--- src/rtl/i2cm_pkg.sv ---
package i2cm_pkg;
  localparam int BYTE_BITS = 8;

  typedef enum logic [1:0] {
    CMD_START = 2'd0,
    CMD_WRITE = 2'd1,
    CMD_READ  = 2'd2,
    CMD_STOP  = 2'd3
  } cmd_e;

  // strobes from control to datapath
  typedef struct packed {
    logic load;       // capture byte to send
    logic sample;     // shift in sampled SDA
    logic ackSample;  // capture slave acknowledge
    logic latchRd;    // publish received byte
  } dpStrobe_t;
endpackage

--- src/rtl/i2cm_sync.sv ---
module i2cm_sync #(
  parameter int   STAGES    = 2,
  parameter logic RESET_VAL = 1'b1
) (
  input  logic clk,
  input  logic rstN,
  input  logic din,
  output logic dout
);
  logic [STAGES-1:0] chain;

  generate
    if (STAGES == 1) begin : g_single
      always_ff @(posedge clk) begin
        if (!rstN) chain <= RESET_VAL;
        else       chain <= din;
      end
    end else begin : g_multi
      always_ff @(posedge clk) begin
        if (!rstN) chain <= {STAGES{RESET_VAL}};
        else       chain <= {chain[STAGES-2:0], din};
      end
    end
  endgenerate

  assign dout = chain[STAGES-1];
endmodule

--- src/rtl/i2cm_datapath.sv ---
module i2cm_datapath
  import i2cm_pkg::*;
#(
  parameter int SYNC_STAGES = 2
) (
  input  logic                 clk,
  input  logic                 rstN,
  input  logic                 sclIn,
  input  logic                 sdaIn,
  input  logic [BYTE_BITS-1:0] cmdData,
  input  dpStrobe_t            stb,
  output logic                 sclSync,
  output logic                 sdaSync,
  output logic                 txBit,
  output logic                 busBusy,
  output logic [BYTE_BITS-1:0] rdData,
  output logic                 slaveNack
);
  logic [BYTE_BITS-1:0] shiftReg;
  logic sclPrev, sdaPrev;
  logic startOnBus, stopOnBus;

  i2cm_sync #(.STAGES(SYNC_STAGES), .RESET_VAL(1'b1)) sclSync_i (
    .clk(clk), .rstN(rstN), .din(sclIn), .dout(sclSync));
  i2cm_sync #(.STAGES(SYNC_STAGES), .RESET_VAL(1'b1)) sdaSync_i (
    .clk(clk), .rstN(rstN), .din(sdaIn), .dout(sdaSync));

  // bus conditions: SDA edge while SCL stays high
  assign startOnBus = sclSync && sclPrev && sdaPrev && !sdaSync;
  assign stopOnBus  = sclSync && sclPrev && !sdaPrev && sdaSync;
  assign txBit      = shiftReg[BYTE_BITS-1];

  always_ff @(posedge clk) begin
    if (!rstN) begin
      sclPrev   <= 1'b1;
      sdaPrev   <= 1'b1;
      busBusy   <= 1'b0;
      shiftReg  <= '0;
      rdData    <= '0;
      slaveNack <= 1'b0;
    end else begin
      sclPrev <= sclSync;
      sdaPrev <= sdaSync;
      if (startOnBus)     busBusy <= 1'b1;
      else if (stopOnBus) busBusy <= 1'b0;
      if (stb.load)        shiftReg  <= cmdData;
      else if (stb.sample) shiftReg  <= {shiftReg[BYTE_BITS-2:0], sdaSync};
      if (stb.ackSample)   slaveNack <= sdaSync;
      if (stb.latchRd)     rdData    <= shiftReg;
    end
  end
endmodule

--- src/rtl/i2cm_ctrl.sv ---
module i2cm_ctrl
  import i2cm_pkg::*;
#(
  parameter int DIV_W = 12,
  parameter int TMO_W = 20
) (
  input  logic             clk,
  input  logic             rstN,
  input  logic [DIV_W-1:0] halfPeriod,
  input  logic [TMO_W-1:0] stuckLimit,
  input  logic             cmdValid,
  input  logic [1:0]       cmdCode,
  input  logic             cmdNack,
  input  logic             sclSync,
  input  logic             sdaSync,
  input  logic             txBit,
  input  logic             busBusy,
  output dpStrobe_t        stb,
  output logic             sclOe,
  output logic             sdaOe,
  output logic             busy,
  output logic             done,
  output logic             arbLost,
  output logic             timeout
);
  localparam int BIT_W = $clog2(BYTE_BITS + 1);
  localparam logic [BIT_W-1:0] ACK_SLOT = BIT_W'(BYTE_BITS);

  typedef enum logic [3:0] {
    ST_IDLE, ST_SPREP, ST_SRISE, ST_SSETUP, ST_SHOLD,
    ST_BLOW, ST_BRISE, ST_BHIGH, ST_BREL,
    ST_PLOW, ST_PRISE, ST_PSETUP, ST_PFREE
  } state_e;

  state_e           state;
  cmd_e             curCmd;
  logic             nackReq, owner;
  logic [DIV_W-1:0] cnt;
  logic [TMO_W-1:0] tmoCnt;
  logic [BIT_W-1:0] bitCnt;
  logic             tick, isRise, isWrite, arbFail, cmdIsWrite;

  assign cmdIsWrite = (cmd_e'(cmdCode) == CMD_WRITE);
  assign tick    = (cnt >= halfPeriod - DIV_W'(1));
  assign isRise  = (state == ST_SRISE) || (state == ST_BRISE) || (state == ST_PRISE);
  assign isWrite = (curCmd == CMD_WRITE);
  assign arbFail = isWrite && (bitCnt < ACK_SLOT) && txBit && !sdaSync;
  assign busy    = (state != ST_IDLE);

  always_comb begin
    stb.load      = (state == ST_IDLE) && cmdValid && cmdIsWrite;
    stb.sample    = (state == ST_BHIGH) && (cnt == '0) && (bitCnt < ACK_SLOT);
    stb.ackSample = (state == ST_BHIGH) && (cnt == '0) && (bitCnt == ACK_SLOT) && isWrite;
    stb.latchRd   = (state == ST_BREL) && !isWrite;
  end

  always_ff @(posedge clk) begin
    if (!rstN) begin
      state   <= ST_IDLE;
      curCmd  <= CMD_START;
      nackReq <= 1'b0;
      owner   <= 1'b0;
      cnt     <= '0;
      tmoCnt  <= '0;
      bitCnt  <= '0;
      sclOe   <= 1'b0;
      sdaOe   <= 1'b0;
      done    <= 1'b0;
      arbLost <= 1'b0;
      timeout <= 1'b0;
    end else begin
      done <= 1'b0;
      cnt  <= cnt + DIV_W'(1);
      if (!isRise)      tmoCnt <= '0;
      else if (!sclSync) tmoCnt <= tmoCnt + TMO_W'(1);

      unique case (state)
        ST_IDLE: if (cmdValid) begin
          curCmd  <= cmd_e'(cmdCode);
          nackReq <= cmdNack;
          cnt     <= '0;
          bitCnt  <= '0;
          arbLost <= 1'b0;
          timeout <= 1'b0;
          unique case (cmd_e'(cmdCode))
            CMD_START: begin
              if (busBusy && !owner) begin
                arbLost <= 1'b1;
                done    <= 1'b1;
              end else begin
                state <= ST_SPREP;
              end
            end
            CMD_WRITE, CMD_READ: state <= ST_BLOW;
            default:             state <= ST_PLOW;
          endcase
        end
        ST_SPREP: begin
          sdaOe <= 1'b0;
          if (tick) begin sclOe <= 1'b0; cnt <= '0; state <= ST_SRISE; end
        end
        ST_SSETUP: if (tick) begin sdaOe <= 1'b1; cnt <= '0; state <= ST_SHOLD; end
        ST_SHOLD: if (tick) begin
          sclOe <= 1'b1; owner <= 1'b1; done <= 1'b1; state <= ST_IDLE;
        end
        ST_BLOW: begin
          sclOe <= 1'b1;
          if (cnt == DIV_W'(1)) begin
            if (bitCnt < ACK_SLOT) sdaOe <= isWrite ? !txBit : 1'b0;
            else                   sdaOe <= isWrite ? 1'b0 : !nackReq;
          end
          if (tick) begin sclOe <= 1'b0; cnt <= '0; state <= ST_BRISE; end
        end
        ST_BHIGH: begin
          if (cnt == '0 && arbFail) begin
            sclOe <= 1'b0; sdaOe <= 1'b0; owner <= 1'b0;
            arbLost <= 1'b1; done <= 1'b1; state <= ST_IDLE;
          end else if (tick || (cnt != '0 && !sclSync)) begin
            // own count ended or another device pulled SCL low early
            sclOe <= 1'b1;
            cnt   <= '0;
            if (bitCnt == ACK_SLOT) state <= ST_BREL;
            else begin bitCnt <= bitCnt + BIT_W'(1); state <= ST_BLOW; end
          end
        end
        ST_BREL: begin sdaOe <= 1'b0; done <= 1'b1; state <= ST_IDLE; end
        ST_PLOW: begin
          sclOe <= 1'b1;
          if (cnt == DIV_W'(1)) sdaOe <= 1'b1;
          if (tick) begin sclOe <= 1'b0; cnt <= '0; state <= ST_PRISE; end
        end
        ST_PSETUP: if (tick) begin sdaOe <= 1'b0; cnt <= '0; state <= ST_PFREE; end
        ST_PFREE: if (tick) begin owner <= 1'b0; done <= 1'b1; state <= ST_IDLE; end
        default: begin // the three rise states: wait for SCL seen high
          if (sclSync) begin
            cnt <= '0;
            if (state == ST_SRISE)      state <= ST_SSETUP;
            else if (state == ST_BRISE) state <= ST_BHIGH;
            else                        state <= ST_PSETUP;
          end else if (tmoCnt >= stuckLimit) begin
            sclOe <= 1'b0; sdaOe <= 1'b0; owner <= 1'b0;
            timeout <= 1'b1; done <= 1'b1; state <= ST_IDLE;
          end
        end
      endcase
    end
  end
endmodule

--- src/rtl/i2c_bus_master.sv ---
module i2c_bus_master
  import i2cm_pkg::*;
#(
  parameter int DIV_W       = 12,
  parameter int TMO_W       = 20,
  parameter int SYNC_STAGES = 2
) (
  input  logic             clk,
  input  logic             rstN,
  input  logic [DIV_W-1:0] halfPeriod,
  input  logic [TMO_W-1:0] stuckLimit,
  input  logic             cmdValid,
  input  logic [1:0]       cmdCode,
  input  logic [7:0]       cmdData,
  input  logic             cmdNack,
  input  logic             sclIn,
  input  logic             sdaIn,
  output logic             sclOe,
  output logic             sdaOe,
  output logic             busy,
  output logic             done,
  output logic [7:0]       rdData,
  output logic             slaveNack,
  output logic             arbLost,
  output logic             timeout,
  output logic             busBusy
);
  dpStrobe_t stb;
  logic sclSync, sdaSync, txBit;

  i2cm_datapath #(.SYNC_STAGES(SYNC_STAGES)) dp_i (
    .clk(clk), .rstN(rstN), .sclIn(sclIn), .sdaIn(sdaIn), .cmdData(cmdData),
    .stb(stb), .sclSync(sclSync), .sdaSync(sdaSync), .txBit(txBit),
    .busBusy(busBusy), .rdData(rdData), .slaveNack(slaveNack));

  i2cm_ctrl #(.DIV_W(DIV_W), .TMO_W(TMO_W)) ctrl_i (
    .clk(clk), .rstN(rstN), .halfPeriod(halfPeriod), .stuckLimit(stuckLimit),
    .cmdValid(cmdValid), .cmdCode(cmdCode), .cmdNack(cmdNack),
    .sclSync(sclSync), .sdaSync(sdaSync), .txBit(txBit), .busBusy(busBusy),
    .stb(stb), .sclOe(sclOe), .sdaOe(sdaOe), .busy(busy), .done(done),
    .arbLost(arbLost), .timeout(timeout));
endmodule

--- config.mk ---
export PLATFORM = sky130hd
export DESIGN_NAME = i2c_bus_master
export DESIGN_NICKNAME = d
export VERILOG_FILES = /design/src/rtl/i2cm_pkg.sv /design/src/rtl/i2cm_sync.sv /design/src/rtl/i2cm_datapath.sv /design/src/rtl/i2cm_ctrl.sv /design/src/rtl/i2c_bus_master.sv
export SDC_FILE = /design/constraint.sdc
export NUM_CORES = 1
export LEC_CHECK = 0
export BUFFER_PORTS_ARGS = -buffer_cell sky130_fd_sc_hd__buf_2
export CAP_MARGIN = 30
export CORE_MARGIN = 2
export CORE_UTILIZATION = 40
export DETAILED_ROUTE_END_ITERATION = 12
export GPL_ROUTABILITY_DRIVEN = 0
export PLACE_DENSITY_LB_ADDON = 0.25
export SYNTH_ARGS = -nofsm -noshare
export SYNTH_HDL_FRONTEND = slang
export SYNTH_SLANG_ARGS = --single-unit
--- constraint.sdc ---
create_clock -name clk -period 6.6 [get_ports clk]
set_input_delay 0.99 -clock clk [delete_from_list [all_inputs] [get_ports clk]]
set_output_delay 0.99 -clock clk [all_outputs]
set_load 0.02 [all_outputs]
==> results of run 1 <==
==> cells in the mapped netlist, types with 3 or more instances <==
cell type / n
nand2b_1: 11
inv_1: 39
xnor2_1: 16
a21o_1: 3
a31oi_1: 3
and3_1: 10
a21oi_1: 21
o21ai_1: 4
nor2b_1: 15
a21oi_2: 4
nor4_1: 4
o211a_1: 8
nand3_1: 38
or3_1: 4
and2_1: 3
a21boi_0: 3
nand2_1: 46
dfxtp_1: 73
xor2_1: 23
nor2_2: 11
o31ai_1: 3
ha_1: 42
clkbuf_1: 14
nor2_1: 43
buf_2: 3
o211ai_1: 8
nand4_1: 12
mux2i_1: 13
o21ai_0: 22
nor3_1: 13
==> per-stage QoR <==
stage,hold WS (ns),util [%],cells,setup slack [ns]
final,0.4058,47.25,756,2.541
after detailed placement,0.3972,44.28,740,2.259
after floorplan,0.3863,-,552,2.828
after CTS,0.4099,47.25,756,2.574
after global routing,0.4210,47.25,756,2.185
after global placement,0.3908,44.18,739,2.071
==> final cells by class <==
type                    instances  area, um^2  share of cell area, %
multi-input cells             421        2899                  54.20
flip-flops and latches         73        1461                  27.32
repair buffers                 64       326.6                  6.105
clock buffers                  11       232.7                  4.351
well taps                     143       178.9                  3.345
inverters                      39       146.4                  2.737
clock inverters                 5       103.9                  1.942
==> layout by cell type (no fill, tap or decap), drive strengths merged, types with 4 or more instances in the layout <==
cell type	synthesis	layout
nand2	46	46
mux2i	13	13
xor2	23	23
o21ai	27	27
and2	5	5
nand4	12	12
nor2	54	54
clkbuf	14	11
xnor2	16	16
o211ai	8	8
dfxtp	73	73
nor3	13	13
and3	12	12
inv	39	39
buf	5	64
nor2b	15	15
nor4	5	5
or3	4	4
o211a	9	9
nand2b	11	11
a21o	5	5
nand3	38	38
a21oi	25	25
ha	42	42
==> metal layers <==
metal / GRT usage, % / vias to the layer above / share of wire (%)
met2: 28.25 / 104 / 45
met4: 4.609 / 0 / 1.5
met1: 23.89 / 1847 / 49
met5: 0 / - / 0
li1: - / 2048 / -
met3: 3.991 / 15 / 4.8
==> kinds of logic (layout without fill, tap and decap cells) <==
logic type	after synthesis	after routing	share of synthesized area (%)
simple gates	226	226	25.39
xor+xnor	39	39	7.437
compound gates	101	101	16.02
mux	13	13	2.833
flops	73	73	31.82
fa+ha+maj	42	42	11.44
buf+inv	58	119	5.067
==> power by group through the flow <==
stage	combinational, mW	clock [mW]	sequential, mW
floorplan	0.380	0	0.515
global placement	0.446	0	0.547
detailed placement	0.460	0	0.549
CTS	0.463	0.559	0.539
global route	0.517	0.581	0.548
finish	0.462	0.546	0.541
==> state kept, by name, summed over array words and instances (netlist names), 4 cells and up <==
name	count
ctrl_i.cnt	12
dp_i.shiftReg	8
ctrl_i.bitCnt	4
ctrl_i.state	4
dp_i.rdData	8
ctrl_i.tmoCnt	20
==> worst paths after layout <==
| kind | startpoint | to | depth (start not counted) |
|---|---|---|---|
| setup reg to reg | ctrl_i.state[0] | dp_i.shiftReg[5] | 6 |
| setup / recovery | halfPeriod[3] | ctrl_i.cnt[11] | 15 |
| hold reg to reg | dp_i.sclSync_i.chain[0] | dp_i.sclSync_i.chain[1] | 1 |
| hold / removal | dp_i.sclSync_i.chain[0] | dp_i.sclSync_i.chain[1] | 1 |
==> flow_summary_export.csv, run 1 <==
group,metric,value,unit
timing,max_freq,246.3,MHz
synth,synth-main-ff-cell,"dfxtp_1",
critical_path,crit_chain,"buf_2 > nor2_1 > nand3_1 > or3_1 > nor4_1 > xnor2_1 > ha_1 > a21oi_1 > o21ai_0 > a2111oi_0 > a21oi_2 > nor2_2 > o311ai_2 > buf_6 > nor2_1",
power_and_ir_drop,power_density,289.6,mW/mm^2
power_and_ir_drop,max-vdd-ir-drop,0.0001674,V
die,dieArea,0.01236,mm^2
flow_run,max_cap_viol_count,0,
cts,holdBufCountCts,0,
critical_path,crit_fanout,10,
timing,report.final.slew_viol_count,0,
power_and_ir_drop,p_seq_share,34.9,%
critical_path,worstSetupEndpointType,"flop",
hold_path,hold_path_class,"flop to flop",
critical_path,arrival,4.28,ns
critical_path,critPathBufInv,2,
die,die_h,111.2,um
drt,vias_per_cell,5.310,
global_routing,track_usage,17.59,%
synth,ys_top_cells_by_area,"dfxtp_1 32%, ha_1 11%, xor2_1 4.4%",
synth,syn_area,0.004593,mm^2
timing,worst_pin_slew,0.8213,ns
drt,firstDrtPassIters,4,
power_and_ir_drop,total_power,1.549,mW
cts,cts_resized,0,
synth,yosysTopAreaCell,"dfxtp_1",
global_routing,grt_pass1_vias,3911,
status,status,"finished, final reports clean",
cts,cts_max_path_buffers,2,
critical_path,cp_top_family,"compound AO/OA/AOI/OAI gates",
power_and_ir_drop,switching_share,33.20,%
synth,netlist_instances,552,
synth,synth.avg_cell_area,8.321,um^2
synth,synth-seq-area-share,31.82,%
critical_path,critical_path_class,"primary input to flop",
die,start_util,40.57,%
layout,area_growth,16.45,%
layout,n_fill_cell,1110,
global_routing,antenna_found_initial,0,
power_and_ir_drop,leakage,2.388,nW
die,core,0.01132,mm^2
critical_path,critPathMostFrequentCell,"nor2_1",
timing,maxSlewHeadroom,45.21,%
critical_path,start_kind,"primary input",
cts,cts.sinks,73,
drt,drc,0,
cts,numCtsBuffers,9,
critical_path,r2r_slack,3.42,ns
place,port_buffers,63,
drt,ant_nets,0,
timing,period_share,61.51,%
power_and_ir_drop,intPower,1.035,mW
synth,async_reset_ff_share,0,%
timing,fin_crit,4.059,ns
layout,diodes,0,
layout,final_nets,698,
synth,ys_seq_elements,73,
critical_path,worst_path_max_delay_cell,"a21oi_2",
drt,drt_iter0_markers,283,
critical_path,required,6.82,ns
cts,h-tree-depth,3,
place,place_area,0.005012,mm^2
power_and_ir_drop,switching_power,0.5144,mW
global_routing,grt_overflow,0,
die,ios,64,
cts,cts_setup_buffers,0,
global_routing,grt_max_degree,47,
place,dpl.hpwl,7845,um
timing,final-hold-violation-count,0,
critical_path,crit_path_max_incr_delay,0.53,ns
drt,num_vias,4014,
die,die_x,111.2,um
synth,yosysWarnings,0,
timing,tns,0,ns
cts,clock_latency,0.33,ns
die,num_rows,39,
drt,drt-total-wl,10360,um
power_and_ir_drop,combPwrFrac,29.8,%
synth,synthesis.nets,642,
cts,clk_pin_slew,0.05,ns
synth,ys_types,63,
cts,root_buffer,"clkbuf_16",
drt,routedWlPerCell,13.71,um
layout,drive_above_1_share,17.62,%
synth,synth_edf_count,0,
layout,final_cell_area,0.005349,mm^2
timing,rsz0062_at_grt,"no",
global_routing,grt_first_pass_wirelength,18310,um
synth,yosysTopAreaCellShare,31.82,%
timing,finClkSkew,0.006918,ns
power_and_ir_drop,power_frac_clock,35.3,%
timing,final-setup-viol-count,0,
cts,cts_tree,"built",
(Power assumes the default switching activity.)
==> run 2, diff against run 1 <==
==> constraint.sdc (replaced) <==
create_clock -name clk -period 4.1 [get_ports clk]
set_input_delay 0.615 -clock clk [delete_from_list [all_inputs] [get_ports clk]]
set_output_delay 0.615 -clock clk [all_outputs]
set_load 0.02 [all_outputs]
==> run 2 against run 1 <==
Net effect:
- final cell count rose by 0.26%
- clock power rose by 41%
- critical path depth did not move
- highest routed layer unchanged
- clock-buffer cell count fell by 1
- critical path type unchanged
- first-iteration DRC count fell by 3.2%
- core utilization fell by 0.17 points
- largest cell class unchanged
- cell area fell by 0.35%
- non-clock buffer count rose by 3
- largest power group is now sequential cells
- global-route usage fell by 0.37 points
- clock skew fell by 0.0019 ns
- die area did not move
- flip-flop and latch count did not move
==> flow_summary_export.csv, run 2 (same netlist as run 1, synthesis figures left out) <==
group,metric,value,unit
hold_path,hold_path_class,"flop to flop",
timing,finClkSkew,0.005055,ns
cts,cts.sinks,73,
die,die_x,111.2,um
layout,final_cell_mix,"73 x dfxtp_1, 63 x buf_2, 46 x nand2_1",
drt,routedWlPerCell,13.76,um
cts,cts_tree,"built",
timing,tns,0,ns
power_and_ir_drop,power_density,451.0,mW/mm^2
place,placed_cells,743,
cts,holdBufCountCts,0,
layout,final_nets,701,
global_routing,track_usage,17.22,%
timing,maxSlewHeadroom,47.01,%
critical_path,arrival,3.80,ns
place,dpl.hpwl,7927,um
global_routing,grt_overflow,0,
power_and_ir_drop,leakage,2.384,nW
critical_path,crit_chain,"buf_2 > nor2_1 > nand3_1 > or3_1 > nor4_1 > xnor2_1 > ha_1 > a21oi_1 > o21ai_0 > a2111oi_0 > a21oi_2 > buf_4 > o21ai_0 > mux2i_1 > nor2b_1",
cts,cts_setup_buffers,0,
timing,report.final.slew_viol_count,0,
global_routing,antenna_found_initial,0,
power_and_ir_drop,switching_share,35.07,%
critical_path,cp_top_family,"compound AO/OA/AOI/OAI gates",
timing,period_share,87.35,%
timing,worst_pin_slew,0.7926,ns
cts,cts_max_path_buffers,2,
timing,fin_crit,3.582,ns
critical_path,cp_num_cells,15,
die,dieArea,0.01236,mm^2
global_routing,grt_pass1_vias,3789,
timing,max_freq,279.2,MHz
layout,seq_area,0.001461,mm^2
power_and_ir_drop,power_frac_clock,32.1,%
power_and_ir_drop,max-vdd-ir-drop,0.0002737,V
cts,clk_pin_slew,0.05,ns
critical_path,ff2ff_path_depth,7,
place,port_buffers,63,
die,num_rows,39,
drt,drt-total-wl,10430,um
layout,n_fill_cell,1126,
global_routing,grt_first_pass_wirelength,17630,um
timing,final-setup-viol-count,0,
power_and_ir_drop,switching_power,0.8432,mW
drt,vias_per_cell,5.376,
critical_path,start_kind,"primary input",
flow_run,max_cap_viol_count,0,
cts,h-tree-depth,3,
cts,clock_latency,0.33,ns
layout,regMostFlops,"ctrl_i.tmoCnt",
global_routing,grt_max_degree,46,
critical_path,critPathMostFrequentCell,"o21ai_0",
drt,num_vias,4075,
drt,ant_nets,0,
die,ios,64,
layout,stdcell_count,758,
power_and_ir_drop,intPower,1.561,mW
critical_path,required,4.32,ns
die,start_util,40.57,%
drt,drt_iter0_markers,274,
die,core,0.01132,mm^2
cts,numCtsBuffers,9,
drt,firstDrtPassIters,4,
layout,area_growth,16.04,%
critical_path,worstSetupEndpointType,"flop",
timing,final-hold-violation-count,0,
status,status,"finished, final reports clean",
cts,root_buffer,"clkbuf_16",
critical_path,critPathBufInv,2,
critical_path,crit_path_max_incr_delay,0.51,ns
layout,largestRegisters,"ctrl_i.tmoCnt (20), ctrl_i.cnt (12)",
drt,drc,0,
layout,largest_reg_flops,20,
power_and_ir_drop,p_seq_share,36.2,%
hold_path,min_path_cells,1,
timing,rsz0062_at_grt,"no",
power_and_ir_drop,combPwrFrac,31.6,%
layout,diodes,0,
cts,cts_resized,0,
critical_path,crit_fanout,9,
layout,final_common_cell,"dfxtp_1",
critical_path,worst_path_max_delay_cell,"a2111oi_0",
layout,drive_above_1_share,18.21,%
layout,multi_input_area,0.002899,mm^2
critical_path,critical_path_class,"primary input to flop",
die,die_h,111.2,um
run 2: changes by cell type in the layout (fill, tap and decap cells not counted), sizes merged:
cell	before	now
buf	64	67
bufinv	3	1
clkbuf	11	10
clkinv	2	3
clkinvlp	0	1
run 2: final cells by class:
cell class | instances | share of cell area, %
clock buffer | 10 | 4.484
timing repair buffer | 67 | 6.549
clock inverter | 5 | 1.056
multi-input combinational | 421 | 54.39
inverter | 39 | 2.746
sequential | 73 | 27.42
tap | 143 | 3.357
run 2: path summary, 6_finish.rpt:
kind,from,endpoint,slack (ns)
setup / recovery,halfPeriod[3],ctrl_i.bitCnt[1],0.52
hold / removal,dp_i.sclSync_i.chain[0],dp_i.sclSync_i.chain[1],0.41
setup reg to reg,ctrl_i.state[2],ctrl_i.bitCnt[0],1.42
hold reg to reg,dp_i.sclSync_i.chain[0],dp_i.sclSync_i.chain[1],0.41
run 2: worst reg2reg max path, stage by stage, from the launching register on:
cell and delay, ns:
dfxtp_1 0.64, nor2b_1 0.38, nand3_1 0.34, a21o_4 0.35, nor2_1 0.25, o21ai_0 0.22
and3_1 0.23, o21a_1 0.17
run 2: stage by stage:
step                      total power [mW]  setup slack, ns  utilization, %  hold slack, ns  instance area (um^2)
after floorplan                      1.440           0.7034               -          0.3863                  4593
after global placement               1.609           0.2956           44.37          0.3896                  5024
after detailed placement             1.637           0.1754           44.47          0.3949                  5035
after CTS                            2.419           0.5296           47.08          0.4074                  5330
after global routing                 2.553           0.2145           47.08          0.4137                  5330
final                                2.404           0.5185           47.08          0.4052                  5330
run 2: power by group through the flow:
stage | sequential (mW) | clock [mW] | combinational, mW
5_1_grt | 0.882 | 0.826 | 0.846
3_5_place_dp | 0.881 | 0 | 0.756
3_3_place_gp | 0.880 | 0 | 0.729
6_report | 0.871 | 0.772 | 0.761
4_1_cts | 0.866 | 0.794 | 0.758
2_1_floorplan | 0.829 | 0 | 0.611
run 2: metal layers:
metal  wire, um  vias up  track usage, %
met5          0        -               0
met4        213        0           6.996
met3        524       18           3.554
met2       4671      121           26.63
met1       5024     1879           23.47
li1           -     2057               -
==> run 3, diff against run 2 <==
--- a/config.mk
+++ b/config.mk
@@ -12,6 +12,7 @@
 export DETAILED_ROUTE_END_ITERATION = 12
 export GPL_ROUTABILITY_DRIVEN = 0
 export PLACE_DENSITY_LB_ADDON = 0.25
+export RECOVER_POWER = 25
 export SYNTH_ARGS = -nofsm -noshare
 export SYNTH_HDL_FRONTEND = slang
 export SYNTH_SLANG_ARGS = --single-unit
==> run 3 against run 2 <==
Net effect:
- the flow now finishes with violations (max-capacitance violations, max-slew violations)
- flip-flop and latch count did not move
- first-iteration DRC count is 0.73% lower
- critical path depth unchanged
- combinational power is essentially flat
- global-route usage stayed put
- power about the same
- routed wire length hardly changed
- clock power is essentially flat
- critical path type unchanged
==> flow_summary_export.csv, run 3 (same netlist as run 1, synthesis figures left out) <==
group,metric,value,unit
status,status,"finished, violations left",
status,violations,"max-capacitance violations, max-slew violations",
layout,area_growth,15.53,%
layout,diodes,0,
timing,final-setup-viol-count,0,
drt,drt_iter0_markers,272,
layout,regMostFlops,"ctrl_i.tmoCnt",
timing,layout_setup_ws,0.5094,ns
power_and_ir_drop,max-vdd-ir-drop,0.0002731,V
drt,drc,0,
timing,period_share,87.58,%
drt,drt-total-wl,10440,um
place,dpl.hpwl,7927,um
layout,final_util,46.87,%
die,die_h,111.2,um
timing,max_freq,278.5,MHz
timing,final-hold-violation-count,0,
layout,final_cell_mix,"73 x dfxtp_1, 47 x buf_2, 46 x nand2_1",
global_routing,grt_first_pass_wirelength,17630,um
cts,cts_setup_buffers,0,
critical_path,r2r-end,"ctrl_i.bitCnt[0]",
layout,largestRegisters,"ctrl_i.tmoCnt (20), ctrl_i.cnt (12)",
cts,clock_latency,0.33,ns
global_routing,grt_pass1_vias,3789,
critical_path,worstSetupEndpointType,"flop",
die,start_util,40.57,%
layout,final_cell_area,0.005306,mm^2
critical_path,crit_fanout,9,
cts,h-tree-depth,3,
timing,report.final.slew_viol_count,46,
cts,cts_tree,"built",
power_and_ir_drop,total_power,2.403,mW
critical_path,required,4.32,ns
timing,worst_pin_slew,1.917,ns
critical_path,ff2ff_path_depth,7,
place,port_buffers,63,
global_routing,grt_max_degree,46,
layout,largest_reg_flops,20,
power_and_ir_drop,leakage,2.311,nW
cts,clk_pin_slew,0.05,ns
layout,drive_above_1_share,15.45,%
critical_path,crit_chain,"buf_2 > nor2_1 > nand3_1 > or3_1 > nor4_1 > xnor2_1 > ha_1 > a21oi_1 > o21ai_0 > a2111oi_0 > a21oi_2 > buf_4 > o21ai_0 > mux2i_1 > nor2b_1",
power_and_ir_drop,power_density,452.8,mW/mm^2
die,core,0.01132,mm^2
layout,final_common_cell,"dfxtp_1",
critical_path,arrival,3.81,ns
drt,ant_nets,0,
place,place_area,0.005035,mm^2
hold_path,hold_end,"dp_i.sclSync_i.chain[1]",
die,dieArea,0.01236,mm^2
cts,cts.sinks,73,
critical_path,critPathMostFrequentCell,"o21ai_0",
critical_path,worstReg2RegStart,"ctrl_i.state[2]",
timing,rsz0062_at_grt,"no",
critical_path,critical_path_class,"primary input to flop",
drt,vias_per_cell,5.385,
die,ios,64,
die,num_rows,39,
drt,num_vias,4082,
critical_path,start_kind,"primary input",
place,place_ws,0.1754,ns
layout,stdcell_count,758,
cts,numCtsBuffers,9,
cts,holdBufCountCts,0,
hold_path,min_path_cells,1,
cts,cts_max_path_buffers,2,
place,placed_cells,743,
timing,finClkSkew,0.005473,ns
timing,fin_crit,3.591,ns
timing,fin_hold_ws,0.4045,ns
cts,cts_resized,0,
drt,routedWlPerCell,13.78,um
timing,maxSlewHeadroom,-27.81,%
drt,firstDrtPassIters,4,
global_routing,track_usage,17.22,%
timing,tns,0,ns
hold_path,hold_start,"dp_i.sclSync_i.chain[0]",
hold_path,hold_path_class,"flop to flop",
layout,final_nets,701,
global_routing,antenna_found_initial,0,
die,die_x,111.2,um
critical_path,r2r_slack,1.41,ns
cts,root_buffer,"clkbuf_16",
critical_path,crit_path_max_incr_delay,0.51,ns
global_routing,grt_overflow,0,
flow_run,max_cap_viol_count,1,
critical_path,worst_path_max_delay_cell,"a2111oi_0",
==> run 3: where the power goes <==
group | internal (mW) | total, mW | switching (mW)
logic | 0.310 | 0.759 | 0.448
clock network | 0.482 | 0.773 | 0.291
registers | 0.766 | 0.870 | 0.105
==> run 3: layout make-up <==
class	count	area (um^2)
fillers	1129	6015
multi-input cells	421	2899
flip-flops and latches	73	1461
repair buffers	67	325.3
clock buffers	10	239.0
well taps	143	178.9
inverters	39	146.4
clock inverters	5	56.30
==> run 3: critical path, delay by kind of cell <==
family / cells / cell delay, ns
AOI/OAI and AO/OA: 5 / 1.23
and+or+nand+nor: 5 / 0.97
buffers and inverters: 2 / 0.32
adders and majority gates: 1 / 0.27
muxes: 1 / 0.22
xor gates and xnor gates: 1 / 0.18
==> run 3: metal layers <==
layer,part of all wire [%],up-vias,global-route usage (%)
li1,-,2056,-
met1,47,1876,23.47
met2,45,132,26.63
met3,5.5,18,3.554
met4,2.0,0,6.996
met5,0,-,0
==> run 3: worst max-delay path by stage <==
| stage | startpoint | to | slack (ns) | depth (start not counted) |
|---|---|---|---|---|
| final | halfPeriod[3] | ctrl_i.bitCnt[1] | 0.51 | 15 |
| after floorplan | halfPeriod[3] | ctrl_i.bitCnt[1] | 0.70 | 13 |
| after global placement | halfPeriod[3] | ctrl_i.cnt[11] | 0.30 | 14 |
| after global routing | halfPeriod[3] | ctrl_i.bitCnt[1] | 0.21 | 15 |
| after detailed placement | halfPeriod[3] | ctrl_i.bitCnt[1] | 0.18 | 15 |
| after CTS | halfPeriod[3] | ctrl_i.bitCnt[1] | 0.53 | 15 |
